File: src/rtl/wdt_pkg.sv
package wdt_pkg;
  typedef enum logic [1:0] {
    A_KEY    = 2'd0,
    A_CTRL   = 2'd1,
    A_RELOAD = 2'd2,
    A_WIN    = 2'd3
  } wdt_addr_e;

  localparam logic [15:0] KEY_UNLOCK = 16'h6969;
  localparam logic [15:0] KEY_FEED   = 16'h5A5A;
  localparam logic [15:0] KEY_START  = 16'h3C3C;

  // control field positions decoded by software
  localparam int B_EIE  = 16;
  localparam int B_EIC  = 17;
  localparam int B_LPEN = 24;
  localparam int B_PRE  = 16;
endpackage

File: src/rtl/wdt_cfg.sv
module wdt_cfg
  import wdt_pkg::*;
#(
  parameter int CNT_W = 16,
  parameter int PRE_W = 8,
  parameter logic [PRE_W-1:0] PRE_RST = 8'h63,
  parameter logic [CNT_W-1:0] RLD_RST = 16'h0FFF
) (
  input  logic             clk,
  input  logic             rst_n,
  input  logic             wr_en,
  input  logic [1:0]       wr_addr,
  input  logic [31:0]      wr_data,
  input  logic [1:0]       rd_addr,
  output logic [31:0]      rd_data,
  output logic             enabled,
  output logic             start_pulse,
  output logic             feed_pulse,
  output logic             irq_clr,
  output logic             eie,
  output logic             lpen,
  output logic [CNT_W-1:0] eicnt,
  output logic [CNT_W-1:0] reload,
  output logic [PRE_W-1:0] presc,
  output logic [CNT_W-1:0] window
);
  logic [15:0] key_q;
  logic        key_wr, unlocked, cfg_wr;
  logic        wr_unused;

  assign wr_unused   = &{1'b0, wr_data[31:25]};
  assign key_wr      = wr_en && (wr_addr == A_KEY);
  assign unlocked    = (key_q == KEY_UNLOCK);
  assign cfg_wr      = wr_en && unlocked && (wr_addr != A_KEY);
  assign start_pulse = key_wr && (wr_data[15:0] == KEY_START) && !enabled;
  assign feed_pulse  = key_wr && (wr_data[15:0] == KEY_FEED) && enabled;
  assign irq_clr     = cfg_wr && (wr_addr == A_CTRL) && wr_data[B_EIC];

  always_ff @(posedge clk or negedge rst_n) begin
    if (!rst_n) begin
      key_q   <= '0;
      enabled <= 1'b0;
      eie     <= 1'b0;
      lpen    <= 1'b1;
      eicnt   <= '0;
      reload  <= RLD_RST;
      presc   <= PRE_RST;
      window  <= '1;
    end else begin
      if (key_wr) key_q <= wr_data[15:0];
      if (start_pulse) enabled <= 1'b1;
      if (cfg_wr) begin
        case (wr_addr)
          A_CTRL: begin
            eicnt <= wr_data[CNT_W-1:0];
            eie   <= wr_data[B_EIE];
            lpen  <= wr_data[B_LPEN];
          end
          A_RELOAD: begin
            reload <= wr_data[CNT_W-1:0];
            if (!enabled) presc <= wr_data[B_PRE +: PRE_W];
          end
          A_WIN: if (!enabled) window <= wr_data[CNT_W-1:0];
          default: ;
        endcase
      end
    end
  end

  always_comb begin
    rd_data = '0;
    case (rd_addr)
      A_KEY:    rd_data[15:0] = key_q;
      A_CTRL: begin
        rd_data[CNT_W-1:0] = eicnt;
        rd_data[B_EIE]     = eie;
        rd_data[B_LPEN]    = lpen;
      end
      A_RELOAD: begin
        rd_data[CNT_W-1:0]     = reload;
        rd_data[B_PRE +: PRE_W] = presc;
      end
      default:  rd_data[CNT_W-1:0] = window;
    endcase
  end

  assert_enable_sticky_R3: assert property (@(posedge clk) disable iff (!rst_n)
    enabled |=> enabled);
  assert_window_frozen_R4: assert property (@(posedge clk) disable iff (!rst_n)
    enabled |=> $stable(window));
  assert_presc_frozen_R4: assert property (@(posedge clk) disable iff (!rst_n)
    enabled |=> $stable(presc));
  assert_locked_hold_R2: assert property (@(posedge clk) disable iff (!rst_n)
    !unlocked |=> ($stable(eicnt) && $stable(reload) && $stable(eie) && $stable(lpen)));
endmodule

File: src/rtl/wdt_prescale.sv
module wdt_prescale #(
  parameter int PRE_W = 8
) (
  input  logic             clk,
  input  logic             rst_n,
  input  logic             restart,
  input  logic             run,
  input  logic [PRE_W-1:0] div,
  output logic             tick
);
  logic [PRE_W-1:0] pc_q;
  logic             last;

  assign last = (div <= PRE_W'(1)) || (pc_q == div - 1'b1);
  assign tick = run && last && !restart;

  always_ff @(posedge clk or negedge rst_n) begin
    if (!rst_n)       pc_q <= '0;
    else if (restart) pc_q <= '0;
    else if (run)     pc_q <= last ? '0 : pc_q + 1'b1;
  end

  assert_phase_bound_R5: assert property (@(posedge clk) disable iff (!rst_n)
    (div > PRE_W'(1)) |-> (pc_q < div));
  assert_phase_hold_R9: assert property (@(posedge clk) disable iff (!rst_n)
    (!run && !restart) |=> $stable(pc_q));
endmodule

File: src/rtl/wdt_downcount.sv
module wdt_downcount #(
  parameter int CNT_W = 16
) (
  input  logic             clk,
  input  logic             rst_n,
  input  logic             enabled,
  input  logic             start,
  input  logic             feed_req,
  input  logic             run,
  input  logic             tick,
  input  logic [CNT_W-1:0] reload,
  input  logic [CNT_W-1:0] window,
  input  logic             eie,
  input  logic [CNT_W-1:0] eicnt,
  input  logic             irq_clr,
  output logic             irq_pend,
  output logic             rst_flag,
  output logic             load
);
  logic [CNT_W-1:0] cnt_q;
  logic             bad_feed, timeout, hit;

  assign bad_feed = feed_req && (cnt_q > window);
  assign load     = start || (feed_req && !bad_feed);
  assign timeout  = enabled && (cnt_q == '0) && !load;
  assign hit      = eie && tick && !load && (cnt_q != '0) &&
                    (eicnt != '0) && (cnt_q == eicnt);

  always_ff @(posedge clk or negedge rst_n) begin
    if (!rst_n) begin
      cnt_q    <= '0;
      rst_flag <= 1'b0;
      irq_pend <= 1'b0;
    end else begin
      if (load)                      cnt_q <= reload;
      else if (tick && cnt_q != '0)  cnt_q <= cnt_q - 1'b1;
      if (bad_feed || timeout)       rst_flag <= 1'b1;
      if (hit)                       irq_pend <= 1'b1;
      else if (irq_clr)              irq_pend <= 1'b0;
    end
  end

  assert_rst_sticky_R8: assert property (@(posedge clk) disable iff (!rst_n)
    rst_flag |=> rst_flag);
  assert_hold_paused_R9: assert property (@(posedge clk) disable iff (!rst_n)
    (!run && !load) |=> $stable(cnt_q));
  assert_early_point_R11: assert property (@(posedge clk) disable iff (!rst_n)
    $rose(irq_pend) |-> (cnt_q == CNT_W'($past(eicnt) - 1'b1)));
  assert_early_feed_R7: assert property (@(posedge clk) disable iff (!rst_n)
    bad_feed |=> rst_flag);
endmodule

File: src/rtl/keyed_wdt.sv
module keyed_wdt #(
  parameter int CNT_W = 16,
  parameter int PRE_W = 8,
  parameter logic [PRE_W-1:0] PRE_RST = 8'h63,
  parameter logic [CNT_W-1:0] RLD_RST = 16'h0FFF
) (
  input  logic        clk,
  input  logic        rst_n,
  input  logic        wr_en,
  input  logic [1:0]  wr_addr,
  input  logic [31:0] wr_data,
  input  logic [1:0]  rd_addr,
  output logic [31:0] rd_data,
  input  logic        dbg_halt,
  input  logic        cpu_active,
  input  logic        sleep,
  output logic        early_irq,
  output logic        wake_req,
  output logic        rst_req
);
  logic             enabled, start_pulse, feed_pulse, irq_clr, eie, lpen;
  logic [CNT_W-1:0] eicnt, reload, window;
  logic [PRE_W-1:0] presc;
  logic             run, tick, load;

  assign run      = enabled && cpu_active && !dbg_halt && !(sleep && !lpen);
  assign wake_req = early_irq && sleep;

  wdt_cfg #(.CNT_W(CNT_W), .PRE_W(PRE_W), .PRE_RST(PRE_RST), .RLD_RST(RLD_RST)) u_cfg (
    .clk, .rst_n, .wr_en, .wr_addr, .wr_data, .rd_addr, .rd_data,
    .enabled, .start_pulse, .feed_pulse, .irq_clr, .eie, .lpen,
    .eicnt, .reload, .presc, .window
  );

  wdt_prescale #(.PRE_W(PRE_W)) u_pre (
    .clk, .rst_n, .restart(load), .run, .div(presc), .tick
  );

  wdt_downcount #(.CNT_W(CNT_W)) u_cnt (
    .clk, .rst_n, .enabled, .start(start_pulse), .feed_req(feed_pulse),
    .run, .tick, .reload, .window, .eie, .eicnt, .irq_clr,
    .irq_pend(early_irq), .rst_flag(rst_req), .load
  );

  assert_wake_sleep_R12: assert property (@(posedge clk) disable iff (!rst_n)
    wake_req |-> (sleep && early_irq));
endmodule

File: config.mk
export PLATFORM = sky130hd
export DESIGN_NAME = keyed_wdt
export DESIGN_NICKNAME = d
export VERILOG_FILES = /design/src/rtl/wdt_pkg.sv /design/src/rtl/wdt_cfg.sv /design/src/rtl/wdt_prescale.sv /design/src/rtl/wdt_downcount.sv /design/src/rtl/keyed_wdt.sv
export SDC_FILE = /design/constraint.sdc
export NUM_CORES = 1
export LEC_CHECK = 0
export ABC_CLOCK_PERIOD_IN_PS = 3400
export CAP_MARGIN = 30
export CORE_AREA = 5 5 93 130
export DETAILED_ROUTE_END_ITERATION = 8
export DIE_AREA = 0 0 98 135
export PLACE_DENSITY = 0.8
export RECOVER_POWER = 50
export SYNTH_ARGS = -nofsm -noshare
export SYNTH_HDL_FRONTEND = slang
export SYNTH_SLANG_ARGS = --single-unit
File: constraint.sdc
create_clock -name clk -period 3.4 [get_ports clk]
set_input_delay 0.34 -clock clk [delete_from_list [all_inputs] [get_ports clk]]
set_output_delay 0.34 -clock clk [all_outputs]
set_load 0.005 [all_outputs]
==> metrics.md, run 1 <==
| Metric | Value |
|---|---|
| Clk slew on worst S/H paths | 0.07 ns |
| Violated checks | max-capacitance violations, max-slew violations |
| DRT met1 WL | 6210 um |
| Post-cts hold buffer count | 0 |
| Worst setup margin | 0.430 ns |
| Delay-heaviest family, CP | simple AND/OR/NAND/NOR gates |
| Clock power share | 41.2% |
| Internal | 1.89 mW |
| Synth Register Bits | 101 |
| F_max | 0.337 GHz |
| Number of flops mapped to enable cells by yosys | 0 |
| CTS resizes | 0 |
| Final HPWL DP | 12000 um |
| Top cell type's share of synthesized area | 28.8% |
| Netlist Area Pre-Place | 5920 sq um |
| GRT overflow | 0 |
| Die area | 13200 sq um |
| Skew-Pair Late Insertion Delay | 0.36 ns |
| Total CTS buffers | 9 |
| Die H | 135 um |
| Final core utilization | 65.1% |
| Reg power frac | 50.5% |
| Layout cell share with drive strength beyond 1 | 24.1% |
| Worst endpoint data arrival time | 3.26 ns |
| Row cnt | 45 |
| Fin. max-slew vios | 51 |
| Initial Util | 55.0% |
| Required time worst endpoint | 3.69 ns |
| Net Sw Frac | 25.5% |
| LEAKAGE | 3.04 nW |
| Gr usage total | 24.8% |
| PD cells | 361 nW/um^2 |
| Leading area contributor after synthesis | dfrtp_1 |
| Relative slew slack | -77.2% |
| RSZ-0062 raised after global routing | false |
| CTS Buffer Depth | 2 |
| Area growth syn-to-layout | 18.3% |
| Via/cell ratio | 6.30 |
| Critical-path maximum fanout | 15 |
| Pin count of the biggest net entering global routing | 51 |
| Detail Route Antenna Nets | 0 |
| Root Buffer | clkbuf_16 |
| Final RePlAce weighted congestion | 1.02 |
| Setup violators final | 0 |
| Number of buffers added for setup after CTS | 0 |
| Status | finished with violations |
| CTS tree | done |
| Slew @ Worst Pin | 2.66 ns |
| I/O Pins | 77 |
| Routed WL | 16000 um |
| Max-cap violations | 1 |
| Iter 0 DRT Violations | 282 |
| DR WL/cell | 21.1 um |
| Hold Path Origin | u_cnt.rst_flag$_DFFE_PN0P_ |
| Met3 Wirelength | 750 um |
| DR top layer | met4 |
| Worst Setup End Kind | register |
| Area contributors post-synth | dfrtp_1 29%, dfstp_2 15%, mux2_2 14% |
| Ys async rst share | 100% |
| H-tree depth | 3 |
| Die Wd | 98 um |
| Worst setup path category | reg2reg |
| Switching power | 0.645 mW |
| Startpoint Class | register |
| Reg2reg start | u_cfg.presc[0]$_DFFE_PN1P_ |
| Register area share after synthesis | 43.4% |
| Dpl ws | 0.521 ns |
| CP bufs+invs | 1 |
| Layout Nets | 678 |
| Critical path cell sequence | inv_1 > ha_1 > nor2b_1 > or3_1 > a31oi_1 > and4_4 > nor2_1 > or4_1 > nand3_1 |
| Mapped Cells | 546 |
| Vias in the first global route | 4945 |
| Routed length on met2 | 8180 um |
| Clock Skews | 0.00818 ns |
| Yosys cell types | 59 |
| First-pass GRT wire length | 25900 um |
| I/O Buffers | 62 |
| CTS sink count | 101 |
| Tightest Hold Check Type | reg2reg |
| Initial antenna violation count | 0 |
| Vias | 4779 |
| Worst Setup SP | u_cfg.presc[0]$_DFFE_PN1P_ |
| VDD IR max | 0.264 mV |
| Antenna diodes | 0 |
| Fin. Hold Viols | 0 |
| Tcrit/Tclk final | 87.3% |
| Max incr delay on CP | 0.62 ns |
| DRT Pass-1 Iters | 8 |
| Core area | 10800 sq um |
| Setup TNS | 0 ns |
| Yosys Warn Count | 0 |
| Period minus WS final | 2.97 ns |
| DRC viols | 0 |
| Combinational fraction of design power | 8.3% |
| Top_reg_cell synth | dfrtp_1 |
| Mapped Avg Cell Area | 10.8 sq um |
| Slowest library cell on the worst path | dfstp_2 |
## cells by family (layout without fill, tap and decap cells)
family                   after synthesis  count (layout)  synth area share [%]
flip-flops                           101             101                  43.4
buffers and inverters                 55             120                  3.93
AND/OR/NAND/NOR                      159             159                  15.2
multiplexers                          90              90                  16.8
adder cells (fa/ha/maj)               24              24                  5.07
other                                  1               7                0.0634
XOR/XNOR                              30              30                  4.44
AO/OA/AOI/OAI                         86              86                  11.1
## cell usage after synthesis (2+ instances only)
library cell  count
dfrtp_1          68
a21oi_1          13
mux2_2           73
nand2_1          27
o21ai_0          10
nor4_1            9
a31oi_1          13
xnor2_1          22
nand3b_1          2
o21ai_1           5
o211ai_1          5
nand3_1          18
or4_1            10
a21o_1            4
nand4b_1          7
mux2i_1          17
ha_1             24
buf_4             7
a222oi_1         16
nor2b_1           4
nor3_1           12
clkbuf_1         20
a211oi_1          3
and2_1           11
o31ai_1           5
inv_1            27
nand4_1          10
xor2_1            8
dfstp_2          33
nor2_1           24
or2_2             3
and3_1            2
or3_1             8
## through the flow
stage	hold slack (ns)	total power [mW]	std cells	instance area, sq um
after global routing	0.522	2.61	758	7000
after detailed placement	0.402	1.51	742	6720
final	0.513	2.53	758	7000
after CTS	0.0183	2.54	758	7020
after floorplan	0.0444	1.37	552	5940
after global placement	0.391	1.50	742	6720
## area by class of cell
cell class	count	area [sq um]
clock buffer	10	239
fill	835	3750
clock inverter	6	63.8
sequential	101	2570
inverter	27	101
timing repair buffer	77	718
multi-input combinational	396	3130
tap	141	176
## flip-flops by register name, summed over array words and instances (netlist names)
| register | cells |
|---|---|
| u_cfg.eicnt | 16 |
| u_cfg.key_q | 16 |
| u_cfg.reload | 16 |
| u_cfg.window | 16 |
| u_cnt.cnt_q | 16 |
| u_cfg.presc | 8 |
| u_pre.pc_q | 8 |
| u_cfg.eie | 1 |
| u_cfg.enabled | 1 |
| u_cfg.lpen | 1 |
| u_cnt.irq_pend | 1 |
| u_cnt.rst_flag | 1 |
## power groups by stage
stage / Clock, mW / Sequential (mW) / Combinational [mW]
global route: 1.10 / 1.28 / 0.228
floorplan: 0 / 1.28 / 0.0912
finish: 1.04 / 1.28 / 0.211
detailed placement: 0 / 1.30 / 0.212
CTS: 1.06 / 1.27 / 0.214
global placement: 0 / 1.29 / 0.207
## cells in the final DEF (no fill, tap or decap), drive strengths merged, types with 13 or more instances in the layout
cell / netlist / final
nor2: 25 / 25
nand2: 27 / 27
mux2: 73 / 73
ha: 24 / 24
xnor2: 22 / 22
o21ai: 16 / 16
dfrtp: 68 / 68
clkbuf: 20 / 14
inv: 27 / 31
a31oi: 13 / 13
clkdlybuf4s50: 0 / 58
nand3: 18 / 18
dfstp: 33 / 33
a222oi: 16 / 16
a21oi: 14 / 14
mux2i: 17 / 17
## worst paths after layout
check	endpoint	slack [ns]	cells past startpoint
min reg2reg	u_cnt.rst_flag$_DFFE_PN0P_	0.51	1
min	u_cnt.rst_flag$_DFFE_PN0P_	0.51	1
max reg2reg	u_cnt.cnt_q[11]$_DFFE_PN0P_	0.43	9
max	u_cnt.cnt_q[11]$_DFFE_PN0P_	0.43	9
min in group asynchronous	u_cnt.cnt_q[15]$_DFFE_PN0P_	0.81	1
max in group asynchronous	u_cfg.key_q[0]$_DFFE_PN0P_	0.78	2
## layer usage
| metal | GRT usage [%] | vias up |
|---|---|---|
| met5 | 0 | - |
| met4 | 13.9 | 0 |
| met3 | 2.95 | 49 |
| met2 | 43.0 | 177 |
| met1 | 29.8 | 2386 |
| li1 | - | 2167 |
No activity file was read; power rests on OpenSTA's default activity.
==> inputs of run 2 (changes only) <==
Settings changed: SLEW_MARGIN set to 40.
==> run 2 against run 1 <==
Against the previous run: the run still ends with max-capacitance violations, max-slew violations left; sequential share of layout area barely moved; register-to-register slack improved by 0.09 ns; power hardly changed; flip-flop and latch count stayed put; critical endpoint is now u_cnt.cnt_q[8]$_DFFE_PN0P_; clock power hardly changed; die area stayed put; largest power group unchanged; fmax rose by 3.1%; clock-buffer cell count unchanged; setup slack better by 0.090 ns.
==> metrics.md, run 2 (synthesis gave the netlist of run 1 again) <==
| Metric | Value |
|---|---|
| Status | finished with violations |
| Violated checks | max-capacitance violations, max-slew violations |
| DRC viols | 0 |
| CTS sink count | 101 |
| RSZ-0062 raised after global routing | false |
| I/O Pins | 77 |
| Worst setup path category | reg2reg |
| Root Buffer | clkbuf_16 |
| Slew @ Worst Pin | 2.67 ns |
| Detail Route Antenna Nets | 0 |
| Tightest Hold Check Type | reg2reg |
| H-tree depth | 3 |
| Clk slew on worst S/H paths | 0.07 ns |
| Gr usage total | 24.8% |
| Skew-Pair Late Insertion Delay | 0.36 ns |
| Most common cell after layout, fill and taps aside | mux2_2 |
| PD cells | 361 nW/um^2 |
| Number of buffers added for setup after CTS | 0 |
| Tcrit/Tclk final | 84.7% |
| Final core utilization | 65.1% |
| Startpoint Class | register |
| Fin. max-slew vios | 51 |
| Commonest cells after routing, fill and taps aside | 73 x mux2_2, 68 x dfrtp_1, 58 x clkdlybuf4s50_1 |
| GRT overflow | 0 |
| Iter 0 DRT Violations | 269 |
| Final hold slack | 0.512 ns |
| Final HPWL DP | 12000 um |
| Die area | 13200 sq um |
| CP most frequent cell | a31oi_1 |
| Die Wd | 98 um |
| Final RePlAce weighted congestion | 1.02 |
| Period minus WS final | 2.88 ns |
| Initial Util | 55.0% |
| DRT Pass-1 Iters | 5 |
| Relative slew slack | -77.7% |
| CTS tree | done |
| Fin. Hold Viols | 0 |
| Worst endpoint data arrival time | 3.15 ns |
| Routed WL | 16000 um |
| Layout cell share with drive strength beyond 1 | 24.3% |
| Max incr delay on CP | 0.62 ns |
| Row cnt | 45 |
| Required time worst endpoint | 3.67 ns |
| Initial antenna violation count | 0 |
| Area growth syn-to-layout | 18.4% |
| Vias | 4778 |
| Core area | 10800 sq um |
| I/O Buffers | 62 |
| Post-cts hold buffer count | 0 |
| Critical-path maximum fanout | 10 |
| LEAKAGE | 3.05 nW |
| Vias in the first global route | 4945 |
| Slowest library cell on the worst path | dfstp_2 |
| Setup TNS | 0 ns |
| CTS resizes | 0 |
| DR WL/cell | 21.1 um |
| F_max | 0.347 GHz |
| Setup violators final | 0 |
| Total CTS buffers | 9 |
| Antenna diodes | 0 |
| First-pass GRT wire length | 25900 um |
| Die H | 135 um |
| Worst Setup End Kind | register |
| Layout Nets | 678 |
| Via/cell ratio | 6.30 |
| Max-cap violations | 1 |
| Critical path cell sequence | inv_1 > ha_1 > nor2b_1 > or3_1 > a31oi_1 > and4_4 > o21ai_4 > or4_1 > a31oi_1 |
| Clock Skews | 0.00731 ns |
| VDD IR max | 0.264 mV |
| Pin count of the biggest net entering global routing | 51 |
| CTS Buffer Depth | 2 |
| Fillers | 838 |
[run 2: worst max-delay path, delay by kind of cell, from the launching register on]
kind | cells | cell delay, ns
and+or+nand+nor | 4 | 1.26
DFF | 1 | 0.62
AOI/OAI and AO/OA | 3 | 0.59
adders and majority gates | 1 | 0.26
buffers and inverters | 1 | 0.06
[run 2: worst paths after layout]
kind / start / endpoint / slack (ns) / depth (start not counted)
setup / recovery: u_cfg.presc[0]$_DFFE_PN1P_ / u_cnt.cnt_q[8]$_DFFE_PN0P_ / 0.52 / 9
hold / removal: u_cnt.rst_flag$_DFFE_PN0P_ / u_cnt.rst_flag$_DFFE_PN0P_ / 0.51 / 1
setup reg to reg: u_cfg.presc[0]$_DFFE_PN1P_ / u_cnt.cnt_q[8]$_DFFE_PN0P_ / 0.52 / 9
hold reg to reg: u_cnt.rst_flag$_DFFE_PN0P_ / u_cnt.rst_flag$_DFFE_PN0P_ / 0.51 / 1
max in group asynchronous: rst_n / u_cfg.eicnt[0]$_DFFE_PN0P_ / 0.77 / 2
min in group asynchronous: rst_n / u_cnt.cnt_q[15]$_DFFE_PN0P_ / 0.81 / 1
[run 2: area by class of cell]
cell class | count | area [sq um] | area share, %
multi-input cells | 396 | 3140 | 44.8
flip-flops and latches | 101 | 2570 | 36.7
repair buffers | 77 | 718 | 10.3
clock buffers | 10 | 239 | 3.41
well taps | 141 | 176 | 2.52
inverters | 27 | 101 | 1.45
clock inverters | 6 | 63.8 | 0.911
[run 2: metal layers]
metal	GRT usage [%]	wire, um
met5	0	0
met1	29.8	6180
met4	13.9	819
met2	43.0	8210
met3	2.95	778
[run 2: stage by stage]
stage          total power, mW  cell area (sq um)  instances  worst slack [ns]
2_1_floorplan             1.37               5940        552             0.842
5_1_grt                   2.61               7000        758             0.187
6_report                  2.53               7000        758             0.520
4_1_cts                   2.54               7020        758             0.481
3_5_place_dp              1.51               6720        742             0.521
3_3_place_gp              1.50               6720        742             0.557
[run 2: power by group]
part           internal [mW]  switching (mW)
Sequential              1.24          0.0379
Clock                  0.539           0.502
Combinational          0.108           0.103
